===== src/rtl/sm3_tt1_pkg.sv =====
package sm3_tt1_pkg;
  parameter int unsigned LANE_W  = 32;
  parameter int unsigned LANES   = 4;
  parameter int unsigned VEC_W   = LANE_W * LANES;
  parameter int unsigned IDX_W   = $clog2(LANES);
  parameter int unsigned ROT_SS2 = 12;
  parameter int unsigned ROT_MID = 9;

  typedef logic [LANE_W-1:0] lane_t;

  function automatic lane_t rol(input lane_t x, input int unsigned n);
    return (n == 0) ? x : ((x << n) | (x >> (LANE_W - n)));
  endfunction
endpackage


===== src/rtl/sm3_lane_sel.sv =====
module sm3_lane_sel #(
  parameter int unsigned LANE_W = 32,
  parameter int unsigned LANES  = 4,
  localparam int unsigned IDX_W = $clog2(LANES)
) (
  input  logic [LANE_W*LANES-1:0] vec_i,
  input  logic [IDX_W-1:0]        idx_i,
  output logic [LANE_W-1:0]       lane_o
);
  logic [LANE_W-1:0] lanes [LANES];

  for (genvar g = 0; g < LANES; g++) begin : g_split
    assign lanes[g] = vec_i[g*LANE_W +: LANE_W];
  end

  assign lane_o = lanes[idx_i];
endmodule


===== src/rtl/sm3_tt1_core.sv =====
module sm3_tt1_core
  import sm3_tt1_pkg::*;
#(
  parameter int unsigned ROT = ROT_SS2
) (
  input  lane_t st3_i,
  input  lane_t st2_i,
  input  lane_t st1_i,
  input  lane_t st0_i,
  input  lane_t msg3_i,
  input  lane_t wj_i,
  output lane_t tt1_o
);
  lane_t maj, ss2;

  assign maj   = (st3_i & st2_i) | (st3_i & st1_i) | (st2_i & st1_i);
  assign ss2   = msg3_i ^ rol(st3_i, ROT);
  // modulo 2^LANE_W: carries drop by width
  assign tt1_o = maj + st0_i + ss2 + wj_i;
endmodule


===== src/rtl/sm3_lane_perm.sv =====
module sm3_lane_perm
  import sm3_tt1_pkg::*;
#(
  parameter int unsigned ROT = ROT_MID
) (
  input  logic [4*LANE_W-1:0] st_i,
  input  lane_t               tt1_i,
  output logic [4*LANE_W-1:0] res_o
);
  assign res_o[0*LANE_W +: LANE_W] = st_i[1*LANE_W +: LANE_W];
  assign res_o[1*LANE_W +: LANE_W] = rol(st_i[2*LANE_W +: LANE_W], ROT);
  assign res_o[2*LANE_W +: LANE_W] = st_i[3*LANE_W +: LANE_W];
  assign res_o[3*LANE_W +: LANE_W] = tt1_i;
endmodule


===== src/rtl/sm3_tt1_step.sv =====
module sm3_tt1_step
  import sm3_tt1_pkg::*;
(
  input  logic             clk_i,
  input  logic             rst_ni,
  input  logic             in_valid_i,
  output logic             in_ready_o,
  input  logic [VEC_W-1:0] state_i,
  input  logic [VEC_W-1:0] msg_i,
  input  logic [VEC_W-1:0] wexp_i,
  input  logic [IDX_W-1:0] idx_i,
  output logic             out_valid_o,
  output logic [VEC_W-1:0] result_o
);
  lane_t             wj, tt1;
  logic [VEC_W-1:0]  res_d;
  logic              accept;

  assign in_ready_o = rst_ni;
  assign accept     = in_valid_i & in_ready_o;

  sm3_lane_sel #(.LANE_W(LANE_W), .LANES(LANES)) u_sel (
    .vec_i (wexp_i),
    .idx_i (idx_i),
    .lane_o(wj)
  );

  sm3_tt1_core #(.ROT(ROT_SS2)) u_core (
    .st3_i (state_i[3*LANE_W +: LANE_W]),
    .st2_i (state_i[2*LANE_W +: LANE_W]),
    .st1_i (state_i[1*LANE_W +: LANE_W]),
    .st0_i (state_i[0*LANE_W +: LANE_W]),
    .msg3_i(msg_i[3*LANE_W +: LANE_W]),
    .wj_i  (wj),
    .tt1_o (tt1)
  );

  sm3_lane_perm #(.ROT(ROT_MID)) u_perm (
    .st_i (state_i),
    .tt1_i(tt1),
    .res_o(res_d)
  );

  always_ff @(posedge clk_i or negedge rst_ni) begin
    if (!rst_ni) begin
      out_valid_o <= 1'b0;
      result_o    <= '0;
    end else begin
      out_valid_o <= accept;
      if (accept) result_o <= res_d;
    end
  end


  valid_after_accept_chk: assert property (@(posedge clk_i) disable iff (!rst_ni)
    accept |=> out_valid_o);

  no_spurious_valid_chk: assert property (@(posedge clk_i) disable iff (!rst_ni)
    !accept |=> !out_valid_o);

  hold_when_idle_chk: assert property (@(posedge clk_i) disable iff (!rst_ni)
    !accept |=> $stable(result_o));

  lane0_pass_chk: assert property (@(posedge clk_i) disable iff (!rst_ni)
    accept |=> result_o[LANE_W-1:0] == $past(state_i[2*LANE_W-1:LANE_W]));

  lane2_pass_chk: assert property (@(posedge clk_i) disable iff (!rst_ni)
    accept |=> result_o[3*LANE_W-1:2*LANE_W] == $past(state_i[4*LANE_W-1:3*LANE_W]));

  lane1_rot_chk: assert property (@(posedge clk_i) disable iff (!rst_ni)
    accept |=> result_o[2*LANE_W-1:LANE_W] == rol($past(state_i[3*LANE_W-1:2*LANE_W]), ROT_MID));
endmodule


===== config.mk =====
export PLATFORM = sky130hd
export DESIGN_NAME = sm3_tt1_step
export DESIGN_NICKNAME = d
export VERILOG_FILES = /design/src/rtl/sm3_tt1_pkg.sv /design/src/rtl/sm3_lane_sel.sv /design/src/rtl/sm3_tt1_core.sv /design/src/rtl/sm3_lane_perm.sv /design/src/rtl/sm3_tt1_step.sv
export SDC_FILE = /design/constraint.sdc
export NUM_CORES = 1
export LEC_CHECK = 0
export ABC_AREA = 1
export BUFFER_PORTS_ARGS = -buffer_cell sky130_fd_sc_hd__buf_2
export CORE_AREA = 4 4 198 200
export DETAILED_ROUTE_END_ITERATION = 12
export DIE_AREA = 0 0 202 204
export PLACE_DENSITY_LB_ADDON = 0.15
export SLEW_MARGIN = 20
export SYNTH_ARGS = -nofsm -noshare
export SYNTH_HDL_FRONTEND = slang
export SYNTH_HIERARCHICAL = 1
export SYNTH_SLANG_ARGS = --single-unit

===== constraint.sdc =====
create_clock -name clk_i -period 0.8 [get_ports clk_i]
set_input_delay 0.08 -clock clk_i [delete_from_list [all_inputs] [get_ports clk_i]]
set_output_delay 0.08 -clock clk_i [all_outputs]
set_load 0.005 [all_outputs]

==> results of run 1 <==
## metal layers
metal,vias to the layer above,GRT usage,routed length (um)
met2,474,0.447,26300
met1,6467,0.338,24200
met4,18,0.0850,1850
met5,-,0,114
li1,6789,-,-
met3,94,0.0586,3720
## cell families (layout without fill, tap and decap cells)
family	after synthesis	after routing	share of synthesized area
buffers and inverters	553	1258	0.219
xor gates and xnor gates	50	50	0.0352
DFF	129	129	0.259
and+or+nand+nor	932	932	0.314
AOI/OAI and AO/OA	85	85	0.0406
other	0	6	0
adders and majority gates	94	94	0.132
## layout by cell type (no fill, tap or decap), types with 6 or more instances in the layout
master         instances
a21oi_1               34
a21oi_2               10
buf_12                21
buf_2                408
buf_4                315
buf_6                 41
clkbuf_16             18
dfrtp_1              129
diode_2                6
dlygate4sd3_1         69
fa_1                  58
ha_4                  29
inv_1                310
inv_2                 48
nand2_1              518
nand2_2               93
nand2_4               35
nand3_1              174
nand3_2               37
nand3_4                9
nand4_1                9
nor2_1                13
nor2_2                 7
nor2_4                18
nor3_4                 6
o21a_1                30
xnor2_1                8
xor2_1                35
xor2_2                 6
## critical path, cell delays in order
cell     delay [ns]
buf_16         0.14
buf_12         0.16
buf_8          0.13
nand2_2        0.07
nand3_2        0.08
nand2_2        0.09
inv_2          0.04
fa_1           0.51
inv_2          0.05
fa_1           0.49
ha_4           0.29
buf_6          0.12
nand2_8        0.06
nor2_4         0.13
inv_2          0.06
nor2_4         0.11
nand4_1        0.15
nand3_1        0.10
nand2_1        0.06
nand2_2        0.10
nand3_2        0.08
nand2_1        0.08
## sequential cells by signal, indices dropped and copies added (netlist names)
name and cells:
result_o 128, out_valid_o 1
## metrics by stage
step | instance area, um^2 | worst slack (ns) | hold WS [ns] | setup TNS [ns] | power, mW
global placement | 16400 | -2.81 | 0.0802 | -86.75 | 35.6
detailed placement | 16400 | -2.83 | 0.0770 | -87.15 | 35.7
floorplan | 12900 | -2.19 | -0.216 | -62.61 | 26.8
finish | 20100 | -2.03 | -0.338 | -109.14 | 52.4
global route | 20100 | -2.16 | -0.331 | -121.38 | 56.3
CTS | 19200 | -1.99 | -0.345 | -109.42 | 49.4
## synth_stat cells (all sizes together)
master    n
a21o      1
a21oi    49
and2      4
buf     190
clkbuf    1
dfrtp   129
fa       62
ha       31
inv     362
maj3      1
nand2   651
nand3   220
nand3b    2
nand4     9
nor2     38
nor3      8
o21a     30
o21ai     4
o21bai    1
xnor2     8
xor2     42
## final timing paths
kind / startpoint / endpoint / slack [ns] / cells after the start
worst min-delay path: rst_ni / result_o[11] / -0.34 / 2
worst max register to register: result_o[25] / result_o[25] / -0.06 / 4
min in group clk_i: state_i[69] / result_o[46] / 0.02 / 4
worst min register to register: result_o[50] / result_o[50] / 0.47 / 2
max in group asynchronous: rst_ni / result_o[49] / -0.23 / 5
worst max-delay path: idx_i[0] / result_o[116] / -2.03 / 22
## timing repair
item                                    CTS  global route
endpoints found under the setup margin  161           258
gates resized for setup                 235           140
hold endpoints to repair                191            91
setup buffers                            66            55
pin swaps                               134            98
hold buffers                             70             2
cloned                                    3             1
## cell type report
| class | instances | area, um^2 | share of cell area |
|---|---|---|---|
| sequential | 129 | 3230 | 0.160 |
| timing repair buffer | 864 | 6190 | 0.308 |
| clock buffer | 18 | 439 | 0.0218 |
| inverter | 362 | 1390 | 0.0688 |
| antenna | 6 | 15.0 | 0.000746 |
| clock inverter | 14 | 163 | 0.00808 |
| multi-input combinational | 1161 | 8060 | 0.401 |
| tap | 511 | 639 | 0.0318 |
## power breakdown
| part | internal, mW | switching (mW) | total, mW |
|---|---|---|---|
| Clock | 4.54 | 3.71 | 8.25 |
| Sequential | 7.88 | 0.765 | 8.64 |
| Combinational | 16.4 | 19.1 | 35.5 |
==> qor.txt, run 1 <==
Max Cap Violations -> 0
# rows -> 71
RSZ-0062 raised after global routing -> yes
PwrDens -> 2600 mW/mm^2
Total global-route track usage -> 0.264
Fmax -> 0.354 GHz
Die width -> 202 um
GR Overflow Total -> 0
Post-synth top area share -> 0.259
Setup WS post-layout -> -2.03 ns
Synth area leader -> dfrtp_1
Final Max Tran Viols -> 0
Final min period -> 2.83 ns
Vias per cell -> 4.52
H-tree levels -> 4
Clock root buffer -> clkbuf_16
Placed Cells -> 2840
Drt first-iter violations -> 696
# port buffers -> 422
Critical path arrival -> 3.20 ns
Share of layout cells above drive strength 1 -> 0.451
Remaining DRCs -> 0
Largest net degree at the start of global routing -> 58
ANT nets after route -> 0
Syn Nets -> 2325
HP Class -> in2async
Final Instance Count excl. Fillers -> 3065
1st-pass router iterations -> 7
Filler cells -> 3739
Seq cells post-synth -> 129
First-pass GRT wire length -> 82900 um
Clock sink total -> 129
CP Launch Type -> input port
Critical path endpoint category -> register
Cells after Synth -> 1843
Required @ worst endpoint -> 1.18 ns
Critical path type -> in2reg
Leakage -> 11.6 nW
Synth unique cells -> 30
Clock Latency Late Sink -> 0.43 ns
P&R area growth vs syn -> 61.7%
Count of final hold-check violations -> 44
Peak supply drop -> 1.79 mV
I/O pin count -> 519
Run status -> finished with violations
Final #Nets -> 3017
Vias in the first global route -> 14240
Core ar. -> 0.0374 mm^2
Sequential area share after synthesis -> 0.259
CTS tree -> built
Die Ht -> 204 um
Initial core utilization -> 0.333
Syn_area_per_cell -> 6.75 um^2
Slew @ Worst Pin -> 0.722 ns
Cts bufs inserted -> 17
Average routed wire per standard cell -> 18.3 um
Final Setup Violations -> 245
Synth Warn # -> 6
Clk buf depth -> 2
Failing checks -> hold timing, setup timing
Worst hold slack -> -0.338 ns
Synth Cell Area -> 0.0124 mm^2
Clk_skew -> 0 ns
Synth area leaders -> dfrtp_1 (26%), nand2_1 (19%), inv_1 (10%), fa_1 (10%), buf_4 (8.8%)
Fin util -> 0.538
Placer's final routability congestion estimate -> 0.922
Die Footprint -> 0.0412 mm^2
Post-DP HPWL -> 46000 um
Crit Path Max Fanout -> 7
Final WL -> 56200 um
Total vias in the final route -> 13842
Initial antenna violation count -> 14
Clock-pin slew on the worst setup and hold paths -> 0.07 ns
Period utilization -> 3.53
Slew HR -> 0.517
Power figures use the tool's default switching activity.
==> inputs of run 2 (changes only) <==
--- a/config.mk
+++ b/config.mk
@@ -11,6 +11,7 @@
 export DETAILED_ROUTE_END_ITERATION = 12
 export DIE_AREA = 0 0 202 204
 export PLACE_DENSITY_LB_ADDON = 0.15
+export REMOVE_ABC_BUFFERS = 1
 export SLEW_MARGIN = 20
 export SYNTH_ARGS = -nofsm -noshare
 export SYNTH_HDL_FRONTEND = slang
==> qor.txt, run 2 (synthesis gave the netlist of run 1 again) <==
Total vias in the final route -> 13997 (+1.1%)
Die Footprint -> 0.0412 mm^2 (unchanged)
I/O pin count -> 519 (unchanged)
Final Max Tran Viols -> 0 (unchanged)
1st-pass router iterations -> 7 (unchanged)
Max Cap Violations -> 0 (unchanged)
Clock sink total -> 129 (unchanged)
Period utilization -> 3.49 (-0.0408)
RSZ-0062 raised after global routing -> yes
Setup WS post-layout -> -1.99 ns (+0.0327 ns)
Clk buf depth -> 2 (unchanged)
Slew HR -> 0.602 (+0.0847)
Critical path type -> in2reg
Clock Latency Late Sink -> 0.45 ns (+0.02 ns)
Global routing's busiest layer -> met2
Most frequent cells in the layout -> nand2_1 (510), buf_2 (414), inv_1 (306)
Total global-route track usage -> 0.261 (-0.00343)
Vias in the first global route -> 14260 (+0.14%)
FF+latch area -> 0.00323 mm^2 (unchanged)
Cts bufs inserted -> 17 (unchanged)
Fmax -> 0.358 GHz (+1.2%)
Share of layout cells above drive strength 1 -> 0.447 (-0.00375)
HP Class -> in2reg
Clock root buffer -> clkbuf_16
Required @ worst endpoint -> 1.14 ns (-0.04 ns)
Initial antenna violation count -> 38 (+24)
Met1 usage -> 0.332 (-0.00622)
PwrDens -> 2580 mW/mm^2 (-0.81%)
Crit Path Max Fanout -> 7 (unchanged)
Largest register FFs -> 128 (unchanged)
Area of the multi-input gates -> 0.00818 mm^2 (+1.5%)
Post-DP HPWL -> 43200 um (-6.1%)
Count of final hold-check violations -> 0 (-100%)
First-pass GRT wire length -> 82100 um (-0.99%)
Met2 usage -> 0.432 (-0.0149)
# rows -> 71 (unchanged)
# port buffers -> 422 (unchanged)
Run status -> finished with violations
ANT nets after route -> 0 (unchanged)
Leakage -> 11.7 nW (+0.67%)
Peak supply drop -> 2.24 mV (+26%)
H-tree levels -> 4 (unchanged)
CP Launch Type -> input port
Final #Nets -> 3017 (unchanged)
Final Setup Violations -> 166 (-32%)
Met3 usage -> 0.0743 (+0.0157)
Initial core utilization -> 0.333 (unchanged)
CP most frequent cell -> nand2_2
Failing checks -> setup timing
Die Ht -> 204 um (unchanged)
Critical path endpoint category -> register
Average routed wire per standard cell -> 18.0 um (-1.8%)
Clk_skew -> 0 ns (unchanged)
GR Overflow Total -> 0 (unchanged)
Most flop-heavy register -> result_o
Placer's final routability congestion estimate -> 0.938 (+1.8%)
CTS tree -> built
P&R area growth vs syn -> 63.9%
Biggest regs -> result_o x128, out_valid_o x1
Slew @ Worst Pin -> 0.597 ns (-0.126 ns)
Final WL -> 55500 um (-1.3%)
Total Neg Setup Slack -> -89.06 ns (+20.08 ns)
Critical path arrival -> 3.13 ns (-0.07 ns)
Remaining DRCs -> 0 (unchanged)
Filler cells -> 3681 (-1.6%)
Slowest-stage cell, CP -> fa_2
Slowest cell delay on critical path -> 0.61 ns (+0.10 ns)
Vias per cell -> 4.54 (+0.59%)
Clock-pin slew on the worst setup and hold paths -> 0.06 ns (about the same)
Die width -> 202 um (unchanged)
Largest net degree at the start of global routing -> 63 (+8.6%)
Final min period -> 2.79 ns (-0.0327 ns)
Drt first-iter violations -> 819 (+18%)
Critical path cell sequence -> buf_12, buf_12, buf_16, nand2_4, nand3_2, nand2_2, inv_2, fa_1, inv_2, fa_2, ha_4, nand2_4, inv_2, nand2_2, buf_4, a21oi_2, o21ai_2, nand3_2, nand2_2, nand2_2, nand3_2, nand2_1
Worst hold slack -> 0.0152 ns (+0.353 ns)
Core ar. -> 0.0374 mm^2 (unchanged)
Most common cell after layout, fill and taps aside -> nand2_1
## run 2: per-stage QoR
stage / cell area (um^2) / total power [mW] / util / instances / setup slack (ns)
global route: 20400 / 56.3 / 0.544 / 3068 / -2.10
finish: 20400 / 52.7 / 0.545 / 3081 / -1.99
global placement: 15900 / 32.0 / 0.425 / 2827 / -2.65
floorplan: 11100 / 21.2 / - / 1652 / -2.60
CTS: 19300 / 48.6 / 0.517 / 3019 / -1.98
detailed placement: 15900 / 32.1 / 0.425 / 2827 / -2.66
## run 2: cell type report
cell class,instances,area share
antenna,23,0.00282
clock buffer,22,0.0233
clock inverter,9,0.00644
inverter,362,0.0682
multi-input combinational,1161,0.401
sequential,129,0.158
tap,511,0.0314
timing repair buffer,864,0.309
## run 2: repair_timing
item,CTS,global route
gates resized for setup,294,193
gates cloned,8,1
hold buffers,101,2
setup endpoints to repair,161,283
setup buffers,52,41
pin swaps,112,180
hold endpoints to repair,216,12
## run 2: report_power, final
group          internal (mW)  switching, mW
sequential              7.89          0.757
combinational           16.7           19.1
clock                   5.12           3.16
total                   29.7           23.0
## run 2: worst paths after layout
kind                                 end  slack (ns)     startpoint  depth (start not counted)
min in group asynchronous   result_o[43]        0.08         rst_ni                          4
setup reg to reg           result_o[118]       -0.05  result_o[118]                          4
hold / removal               result_o[4]        0.02         rst_ni                          4
hold reg to reg            result_o[101]        0.47  result_o[101]                          2
max in group asynchronous  result_o[121]       -0.11         rst_ni                          5
setup / recovery           result_o[115]       -1.99       idx_i[0]                         22
## run 2: worst max-delay path, delay by kind of cell
kind,cells,cell delay [ns]
adders and majority gates,3,1.41
and+or+nand+nor,10,0.74
buffers and inverters,7,0.68
AOI/OAI and AO/OA,2,0.21
## run 2: metal layers
| metal | vias to the layer above | part of all wire |
|---|---|---|
| li1 | 6818 | - |
| met1 | 6532 | 0.40 |
| met2 | 514 | 0.47 |
| met3 | 101 | 0.098 |
| met4 | 32 | 0.026 |
| met5 | - | 0.0038 |
